## src/rtl/fes_pkg.sv

```systemverilog
package fes_pkg;
  typedef enum logic [1:0] {ST_IDLE, ST_ADDR, ST_WRITE, ST_READ} seq_st_e;
  localparam int unsigned NUM_PAIRS = 6;
endpackage

```

## src/rtl/fes_sync.sv

```systemverilog
module fes_sync #(
  parameter int unsigned W      = 3,
  parameter int unsigned STAGES = 2,
  parameter logic [W-1:0] RST_VAL = '1
) (
  input  logic         clk_i,
  input  logic         rst_ni,
  input  logic [W-1:0] async_i,
  output logic [W-1:0] sync_o
);
  for (genvar g = 0; g < W; g++) begin : g_line
    logic [STAGES-1:0] chain_q;
    always_ff @(posedge clk_i or negedge rst_ni) begin
      if (!rst_ni) chain_q <= {STAGES{RST_VAL[g]}};
      else         chain_q <= {chain_q[STAGES-2:0], async_i[g]};
    end
    assign sync_o[g] = chain_q[STAGES-1];
  end
endmodule

```

## src/rtl/fes_bank.sv

```systemverilog
module fes_bank
  import fes_pkg::*;
#(
  parameter int unsigned NUM_BYTES = 9,
  parameter int unsigned POS_W     = 5,
  parameter int unsigned OUT_HI    = 6,
  parameter int unsigned OUT_LO    = 7
) (
  input  logic                 clk_i,
  input  logic                 rst_ni,
  input  logic                 mode_i,
  input  logic                 wr_en_i,
  input  logic [POS_W-1:0]     wr_pos_i,
  input  logic [7:0]           wr_data_i,
  input  logic [POS_W-1:0]     rd_pos_i,
  output logic [7:0]           rd_byte_o,
  output logic [NUM_PAIRS-1:0] pair_en_o,
  output logic                 fb_en_o
);
  localparam logic [POS_W-1:0] WR_SKIP = POS_W'(2);
  localparam logic [7:0]       CNT_VAL = 8'(NUM_BYTES);

  function automatic logic [7:0] rst_byte(int unsigned i);
    if (i == OUT_HI) return 8'h1F;
    if (i == OUT_LO) return 8'hFF;
    return 8'h00;
  endfunction

  logic [7:0]       mem_q [NUM_BYTES];
  logic [POS_W-1:0] wr_idx, rd_idx;

  assign wr_idx = wr_pos_i - WR_SKIP;
  assign rd_idx = rd_pos_i - POS_W'(1);

  always_ff @(posedge clk_i or negedge rst_ni) begin
    if (!rst_ni) begin
      for (int unsigned i = 0; i < NUM_BYTES; i++) mem_q[i] <= rst_byte(i);
    end else if (wr_en_i && wr_pos_i >= WR_SKIP) begin
      for (int unsigned i = 0; i < NUM_BYTES; i++)
        if (wr_idx == POS_W'(i)) mem_q[i] <= wr_data_i;
    end
  end

  always_comb begin
    rd_byte_o = 8'hFF;
    if (rd_pos_i == '0) rd_byte_o = CNT_VAL;
    else begin
      for (int unsigned i = 0; i < NUM_BYTES; i++)
        if (rd_idx == POS_W'(i)) rd_byte_o = mem_q[i];
      if (rd_idx == POS_W'(OUT_HI)) rd_byte_o[7] = mode_i;
    end
  end

  assign pair_en_o = {mem_q[OUT_HI][3], mem_q[OUT_HI][1], mem_q[OUT_LO][6],
                      mem_q[OUT_LO][5], mem_q[OUT_LO][2], mem_q[OUT_LO][0]};
  assign fb_en_o   = mem_q[OUT_HI][4];

  p_lo_byte_r4: assert property (@(posedge clk_i) disable iff (!rst_ni)
    (wr_en_i && wr_pos_i == POS_W'(OUT_LO + 2)) |=>
      pair_en_o[3:0] == {$past(wr_data_i[6]), $past(wr_data_i[5]),
                         $past(wr_data_i[2]), $past(wr_data_i[0])});
  p_hi_byte_r4: assert property (@(posedge clk_i) disable iff (!rst_ni)
    (wr_en_i && wr_pos_i == POS_W'(OUT_HI + 2)) |=>
      fb_en_o == $past(wr_data_i[4]) && pair_en_o[5:4] == {$past(wr_data_i[3]), $past(wr_data_i[1])});
endmodule

```

## src/rtl/fes_seq.sv

```systemverilog
module fes_seq
  import fes_pkg::*;
#(
  parameter logic [6:0]  DEV_ADDR = 7'h69,
  parameter int unsigned POS_W    = 5
) (
  input  logic             clk_i,
  input  logic             rst_ni,
  input  logic             scl_i,
  input  logic             sda_i,
  input  logic [7:0]       rd_byte_i,
  output logic [POS_W-1:0] rd_pos_o,
  output logic             wr_en_o,
  output logic [POS_W-1:0] wr_pos_o,
  output logic [7:0]       wr_data_o,
  output logic             sda_oe_o
);
  seq_st_e          st_q;
  logic [3:0]       bit_q;
  logic             ack_q, scl_p, sda_p;
  logic [7:0]       sh_q;
  logic [POS_W-1:0] pos_q, pos_inc;
  logic             start, stop, scl_rise, scl_fall, in_bits;

  assign start    = scl_i & scl_p & sda_p & ~sda_i;
  assign stop     = scl_i & scl_p & ~sda_p & sda_i;
  assign scl_rise = scl_i & ~scl_p;
  assign scl_fall = ~scl_i & scl_p;
  assign in_bits  = ~ack_q & (bit_q < 4'd8);
  assign pos_inc  = (&pos_q) ? pos_q : pos_q + POS_W'(1);
  assign rd_pos_o = pos_q;

  always_ff @(posedge clk_i or negedge rst_ni) begin
    if (!rst_ni) begin
      st_q <= ST_IDLE; bit_q <= '0; ack_q <= 1'b0; sh_q <= '0; pos_q <= '0;
      scl_p <= 1'b1; sda_p <= 1'b1; sda_oe_o <= 1'b0;
      wr_en_o <= 1'b0; wr_pos_o <= '0; wr_data_o <= '0;
    end else begin
      scl_p   <= scl_i;
      sda_p   <= sda_i;
      wr_en_o <= 1'b0;
      if (start) begin
        st_q <= ST_ADDR; bit_q <= '0; ack_q <= 1'b0; sda_oe_o <= 1'b0; pos_q <= '0;
      end else if (stop) begin
        st_q <= ST_IDLE; ack_q <= 1'b0; sda_oe_o <= 1'b0;
      end else begin
        unique case (st_q)
          ST_ADDR, ST_WRITE: begin
            if (scl_rise && in_bits) begin
              sh_q  <= {sh_q[6:0], sda_i};
              bit_q <= bit_q + 4'd1;
            end else if (scl_fall && !ack_q && bit_q == 4'd8) begin
              ack_q <= 1'b1;
              if (st_q == ST_WRITE) begin
                sda_oe_o <= 1'b1;
                wr_en_o <= 1'b1; wr_pos_o <= pos_q; wr_data_o <= sh_q;
              end else if (sh_q[7:1] == DEV_ADDR) sda_oe_o <= 1'b1;
              else st_q <= ST_IDLE;  // foreign address: silent until START
            end else if (scl_fall && ack_q) begin
              ack_q <= 1'b0;
              bit_q <= '0;
              if (st_q == ST_ADDR && sh_q[0]) begin
                st_q     <= ST_READ;
                sh_q     <= rd_byte_i;
                sda_oe_o <= ~rd_byte_i[7];
                pos_q    <= pos_inc;
              end else begin
                sda_oe_o <= 1'b0;
                if (st_q == ST_WRITE) pos_q <= pos_inc;
                st_q <= ST_WRITE;
              end
            end
          end
          ST_READ: begin
            if (scl_rise && in_bits) bit_q <= bit_q + 4'd1;
            else if (scl_fall && in_bits && bit_q != 4'd0) begin
              sh_q     <= {sh_q[6:0], 1'b0};
              sda_oe_o <= ~sh_q[6];
            end else if (scl_fall && !ack_q && bit_q == 4'd8) begin
              sda_oe_o <= 1'b0;
              ack_q    <= 1'b1;
            end else if (scl_rise && ack_q && sda_i) begin
              st_q  <= ST_IDLE;   // master NACK ends the read
              ack_q <= 1'b0;
            end else if (scl_fall && ack_q) begin
              ack_q    <= 1'b0;
              bit_q    <= '0;
              sh_q     <= rd_byte_i;
              sda_oe_o <= ~rd_byte_i[7];
              pos_q    <= pos_inc;
            end
          end
          default: ;
        endcase
      end
    end
  end

  p_idle_quiet_r8: assert property (@(posedge clk_i) disable iff (!rst_ni)
    (st_q == ST_IDLE) |-> !sda_oe_o);
  p_nack_release_r8: assert property (@(posedge clk_i) disable iff (!rst_ni)
    (st_q == ST_READ && ack_q && scl_rise && sda_i && !start && !stop) |=>
      (st_q == ST_IDLE && !sda_oe_o));
  p_foreign_addr_r2: assert property (@(posedge clk_i) disable iff (!rst_ni)
    (st_q == ST_ADDR && scl_fall && !ack_q && bit_q == 4'd8 && sh_q[7:1] != DEV_ADDR) |=>
      (st_q == ST_IDLE && !sda_oe_o));
  p_scl_high_hold_r10: assert property (@(posedge clk_i) disable iff (!rst_ni)
    (scl_p && scl_i && !start && !stop) |=> $stable(sda_oe_o));
endmodule

```

## src/rtl/fanout_enable_slave.sv

```systemverilog
module fanout_enable_slave
  import fes_pkg::*;
#(
  parameter logic [6:0]  DEV_ADDR  = 7'h69,
  parameter int unsigned NUM_BYTES = 9,
  parameter int unsigned SYNC_LEN  = 2
) (
  input  logic                 clk_i,
  input  logic                 rst_ni,
  input  logic                 scl_i,
  input  logic                 sda_i,
  input  logic                 mode_sel_i,
  output logic                 sda_oe_o,
  output logic [NUM_PAIRS-1:0] pair_en_o,
  output logic                 fb_en_o
);
  localparam int unsigned POS_W = $clog2(NUM_BYTES + 3) + 1;

  logic [2:0]       sync_v;
  logic [POS_W-1:0] rd_pos, wr_pos;
  logic [7:0]       rd_byte, wr_data;
  logic             wr_en;

  fes_sync #(.W(3), .STAGES(SYNC_LEN), .RST_VAL(3'b011)) i_sync (
    .clk_i, .rst_ni,
    .async_i({mode_sel_i, sda_i, scl_i}),
    .sync_o (sync_v)
  );

  fes_seq #(.DEV_ADDR(DEV_ADDR), .POS_W(POS_W)) i_seq (
    .clk_i, .rst_ni,
    .scl_i    (sync_v[0]),
    .sda_i    (sync_v[1]),
    .rd_byte_i(rd_byte),
    .rd_pos_o (rd_pos),
    .wr_en_o  (wr_en),
    .wr_pos_o (wr_pos),
    .wr_data_o(wr_data),
    .sda_oe_o (sda_oe_o)
  );

  fes_bank #(.NUM_BYTES(NUM_BYTES), .POS_W(POS_W)) i_bank (
    .clk_i, .rst_ni,
    .mode_i   (sync_v[2]),
    .wr_en_i  (wr_en),
    .wr_pos_i (wr_pos),
    .wr_data_i(wr_data),
    .rd_pos_i (rd_pos),
    .rd_byte_o(rd_byte),
    .pair_en_o(pair_en_o),
    .fb_en_o  (fb_en_o)
  );
endmodule

```

## config.mk

```make
export PLATFORM = sky130hd
export DESIGN_NAME = fanout_enable_slave
export DESIGN_NICKNAME = d
export VERILOG_FILES = /design/src/rtl/fes_pkg.sv /design/src/rtl/fes_sync.sv /design/src/rtl/fes_bank.sv /design/src/rtl/fes_seq.sv /design/src/rtl/fanout_enable_slave.sv
export SDC_FILE = /design/constraint.sdc
export NUM_CORES = 1
export LEC_CHECK = 0
export ABC_AREA = 1
export BUFFER_PORTS_ARGS = -buffer_cell sky130_fd_sc_hd__buf_2
export CAP_MARGIN = 5
export CORE_ASPECT_RATIO = 0.9
export CORE_UTILIZATION = 50
export CTS_CLUSTER_SIZE = 25
export DETAILED_ROUTE_END_ITERATION = 10
export PLACE_DENSITY = 0.75
export SETUP_SLACK_MARGIN = 0.3
export SLEW_MARGIN = 20
export SYNTH_ARGS = -nofsm -noshare
export SYNTH_HDL_FRONTEND = slang
export SYNTH_SLANG_ARGS = --single-unit
export TNS_END_PERCENT = 30
```

## constraint.sdc

```tcl
create_clock -name clk_i -period 4.5 [get_ports clk_i]
set_clock_uncertainty 0.1 [all_clocks]
set_input_delay 0.675 -clock clk_i [delete_from_list [all_inputs] [get_ports clk_i]]
set_output_delay 0.675 -clock clk_i [all_outputs]
set_load 0.01 [all_outputs]
```

==> out/results.txt <==
DP HPWL = 9800 um
Die ar. = 0.0123 mm^2
gr ovfl total = 0
worst vdd ir = 0.000408 V
maximum clock frequency = 316 MHz
nets@finish = 761
Antenna Violating Nets Remaining = 0
setup slack, reg-to-reg = 1.33 ns
Post-route DRC = 0
Vias = 5,073
Final min period = 3.17 ns
arrival time worst endpoint = 3.38 ns
Via density = 5.57
Longest Clk Path Bufs = 2
warnings from Yosys = 0
post-route cell area = 0.00666 mm^2
largest net degree at the start of global routing = 50
WL final = 14,300 um
CTS Buf Count = 17
TritonRoute pass-1 iters = 8
status = complete, no violations
CTS Hold Bufs = 0
Diodes inserted = 0
PD cells = 645 mW/mm^2
Synth top cells by count = nand2_1 (184), o21ai_0 (126), dfrtp_1 (96)
Total Neg Setup Slack = 0 ns
# clock sinks = 115
Cell Rows = 37
nature of the critical path endpoint = register
GP Congestion = 0.879
CORE AREA = 0.0115 mm^2
mapped cell area = 0.00591 mm^2
number of synthesized register bits = 115
startpoint types = register
initial core utilization = 0.514
WS Path Type = register to register
syn nets = 750
total of max-cap violations = 0
Setup-failing EPs final = 0
critical path endpoint = i_seq.sh_q[7]$_DFFE_PN0P_
IO buf count = 12
cts repair resizes = 0
Avg Cell Area, Syn = 8.09 um^2
Fin. Hold Viols = 0
asr flop ratio synth = 1.00
most frequent cell after synthesis = nand2_1
Lkg Pwr = 3.03 nW
Die H = 105 um
dominant cell type by area after synthesis = dfrtp_1
max_slew headroom = 0.440
reg2reg path depth = 20
Setup crit start = i_seq.rd_pos_o[1]$_DFFE_PN0P_
clock transition at the registers of the reported paths = 0.06 ns
reg2reg start = i_seq.rd_pos_o[1]$_DFFE_PN0P_
top-area cell type share of the netlist area = 0.407
Ports = 13
Max Slew Vio Count = 0
DP Area = 0.00606 mm^2
Die Wd = 117 um
Root Driver = clkbuf_16
Synth Instances = 730
Syn-to-layout area delta = 12.8%
worst path required time = 4.71 ns
fraction of layout cells with a size suffix above 1 = 0.130
top post-synthesis cells by area = dfrtp_1 (41%), nand2_1 (12%), o21ai_0 (11%), dfstp_2 (8.5%), inv_1 (4.3%)
wire per inst = 15.7 um
Tightest Hold Check Type = input port to asynchronous set/reset pin
Fillers = 1,033
vias in the first global route = 5,070
aggregate global-route resource usage = 0.261
RSZ-0062 raised after global routing = no
FF-to-FF End = i_seq.sh_q[7]$_DFFE_PN0P_
Crit Path Max Fanout = 14
# H-tree levels = 4
Clk Latency, worst-skew pair = 0.42 ns
first-pass GRT wire length = 24,500 um
total setup buffers inserted after CTS = 0
CTS tree = done
Seq/Total Area, Yosys = 0.491
antenna violations before repair = 0
fin crit share = 0.704
main flop type after synthesis = dfrtp_1
number of DRC markers in iteration 0 = 413
Post-synth EDFFs = 0
Slew @ Worst Pin = 0.838 ns
Yosys cell types = 43
-- sequential cells by signal, summed over array words and instances (netlist names), 4 cells and up --
| register | count |
|---|---|
| i_bank.mem_q | 65 |
| i_seq.sh_q | 8 |
| i_seq.wr_data_o | 8 |
| i_bank.pair_en_o | 6 |
| i_sync.g_line.chain_q | 6 |
| i_seq.rd_pos_o | 5 |
| i_seq.wr_pos_o | 5 |
| i_seq.bit_q | 4 |
-- cells in the final DEF (no fill, tap or decap), types with 2 or more instances in the layout --
cell        count
a21oi_1        22
nand2_2         4
nand3_1        35
nand4_1         5
o21ai_0       126
o22ai_1         2
a211oi_1        5
nor4_1          7
buf_4           4
ha_1           15
clkinvlp_4      4
nor2_2          3
dfstp_2        19
inv_1          68
nor2_4          2
inv_2           7
xnor2_1         2
clkbuf_16      17
o211ai_1        7
or2_2           7
nor2_1         60
nand2_1       184
nor3_1          8
buf_2          11
o21ai_1         4
dfrtp_1        96
mux2i_1         2
bufinv_16       3
nor4_4          2
clkinv_2        5
-- worst max-delay path, cell delays in order, from the launching register on --
cell	delay [ns]
dfrtp_1	0.50
inv_1	0.15
ha_1	0.27
xnor2_2	0.28
nand3_1	0.18
inv_2	0.14
nand3_1	0.41
nor2_1	0.22
nor2_1	0.06
nand2_1	0.06
nand2_1	0.05
nand2_1	0.06
nand2_1	0.04
nand2_1	0.06
nand2_1	0.09
nand2_1	0.09
nand2_1	0.05
nand2_1	0.09
nand2_1	0.05
nand2_1	0.05
nand2_1	0.05
-- stage by stage --
stage / power, mW / setup WS [ns] / utilization / hold WS (ns) / cells
2_1_floorplan: 2.47 / 2.11 / - / 0.231 / 730
3_3_place_gp: 2.83 / 1.59 / 0.528 / 0.237 / 878
3_5_place_dp: 2.88 / 1.41 / 0.528 / 0.237 / 878
4_1_cts: 4.26 / 1.40 / 0.580 / 0.194 / 910
5_1_grt: 4.59 / 0.991 / 0.580 / 0.231 / 910
6_report: 4.30 / 1.33 / 0.580 / 0.175 / 910
-- report_power, final --
group          total (mW)  switching [mW]  internal [mW]
logic                1.69            1.13          0.563
registers            1.23           0.109           1.12
clock network        1.37           0.488          0.881
total                4.30            1.73           2.57
-- worst min path at each step --
stage,startpoint,endpoint,cells after the start
2_1_floorplan,i_sync.g_line[2].chain_q[0]$_DFF_PN0_,i_sync.g_line[2].chain_q[1]$_DFF_PN0_,0
3_3_place_gp,i_sync.g_line[2].chain_q[0]$_DFF_PN0_,i_sync.g_line[2].chain_q[1]$_DFF_PN0_,0
3_5_place_dp,i_sync.g_line[2].chain_q[0]$_DFF_PN0_,i_sync.g_line[2].chain_q[1]$_DFF_PN0_,0
4_1_cts,rst_ni,i_seq.wr_pos_o[2]$_DFFE_PN0P_,1
5_1_grt,rst_ni,i_seq.wr_pos_o[2]$_DFFE_PN0P_,1
6_report,rst_ni,i_seq.wr_pos_o[2]$_DFFE_PN0P_,1
-- logic make-up (layout without fill, tap and decap cells) --
| kind of cell | after synthesis | after routing | synth area share |
|---|---|---|---|
| mux | 2 | 2 | 0.00339 |
| buf+inv | 100 | 124 | 0.0703 |
| fa+ha+maj | 15 | 15 | 0.0318 |
| flops | 115 | 115 | 0.491 |
| simple gates | 323 | 323 | 0.242 |
| compound gates | 171 | 171 | 0.154 |
| xor+xnor | 4 | 4 | 0.00720 |
-- per-layer routing --
metal  wire length, um  vias to the layer above  track usage
li1                  -                     2420            -
met1              6410                     2448        0.347
met2              6740                      177        0.415
met3               922                       28       0.0667
met4               239                        0       0.0859
met5                 0                        -            0
-- layout make-up --
class / instances / area (um^2) / share of cell area
Tap cell: 156 / 195 / 0.0293
Clock inverter: 13 / 158 / 0.0237
Sequential cell: 115 / 2900 / 0.436
Clock buffer: 19 / 443 / 0.0665
Timing Repair Buffer: 15 / 85.1 / 0.0128
Inverter: 77 / 290 / 0.0436
Multi-Input combinational cell: 515 / 2590 / 0.389
Note: power is estimated with default switching activity, not from simulation.
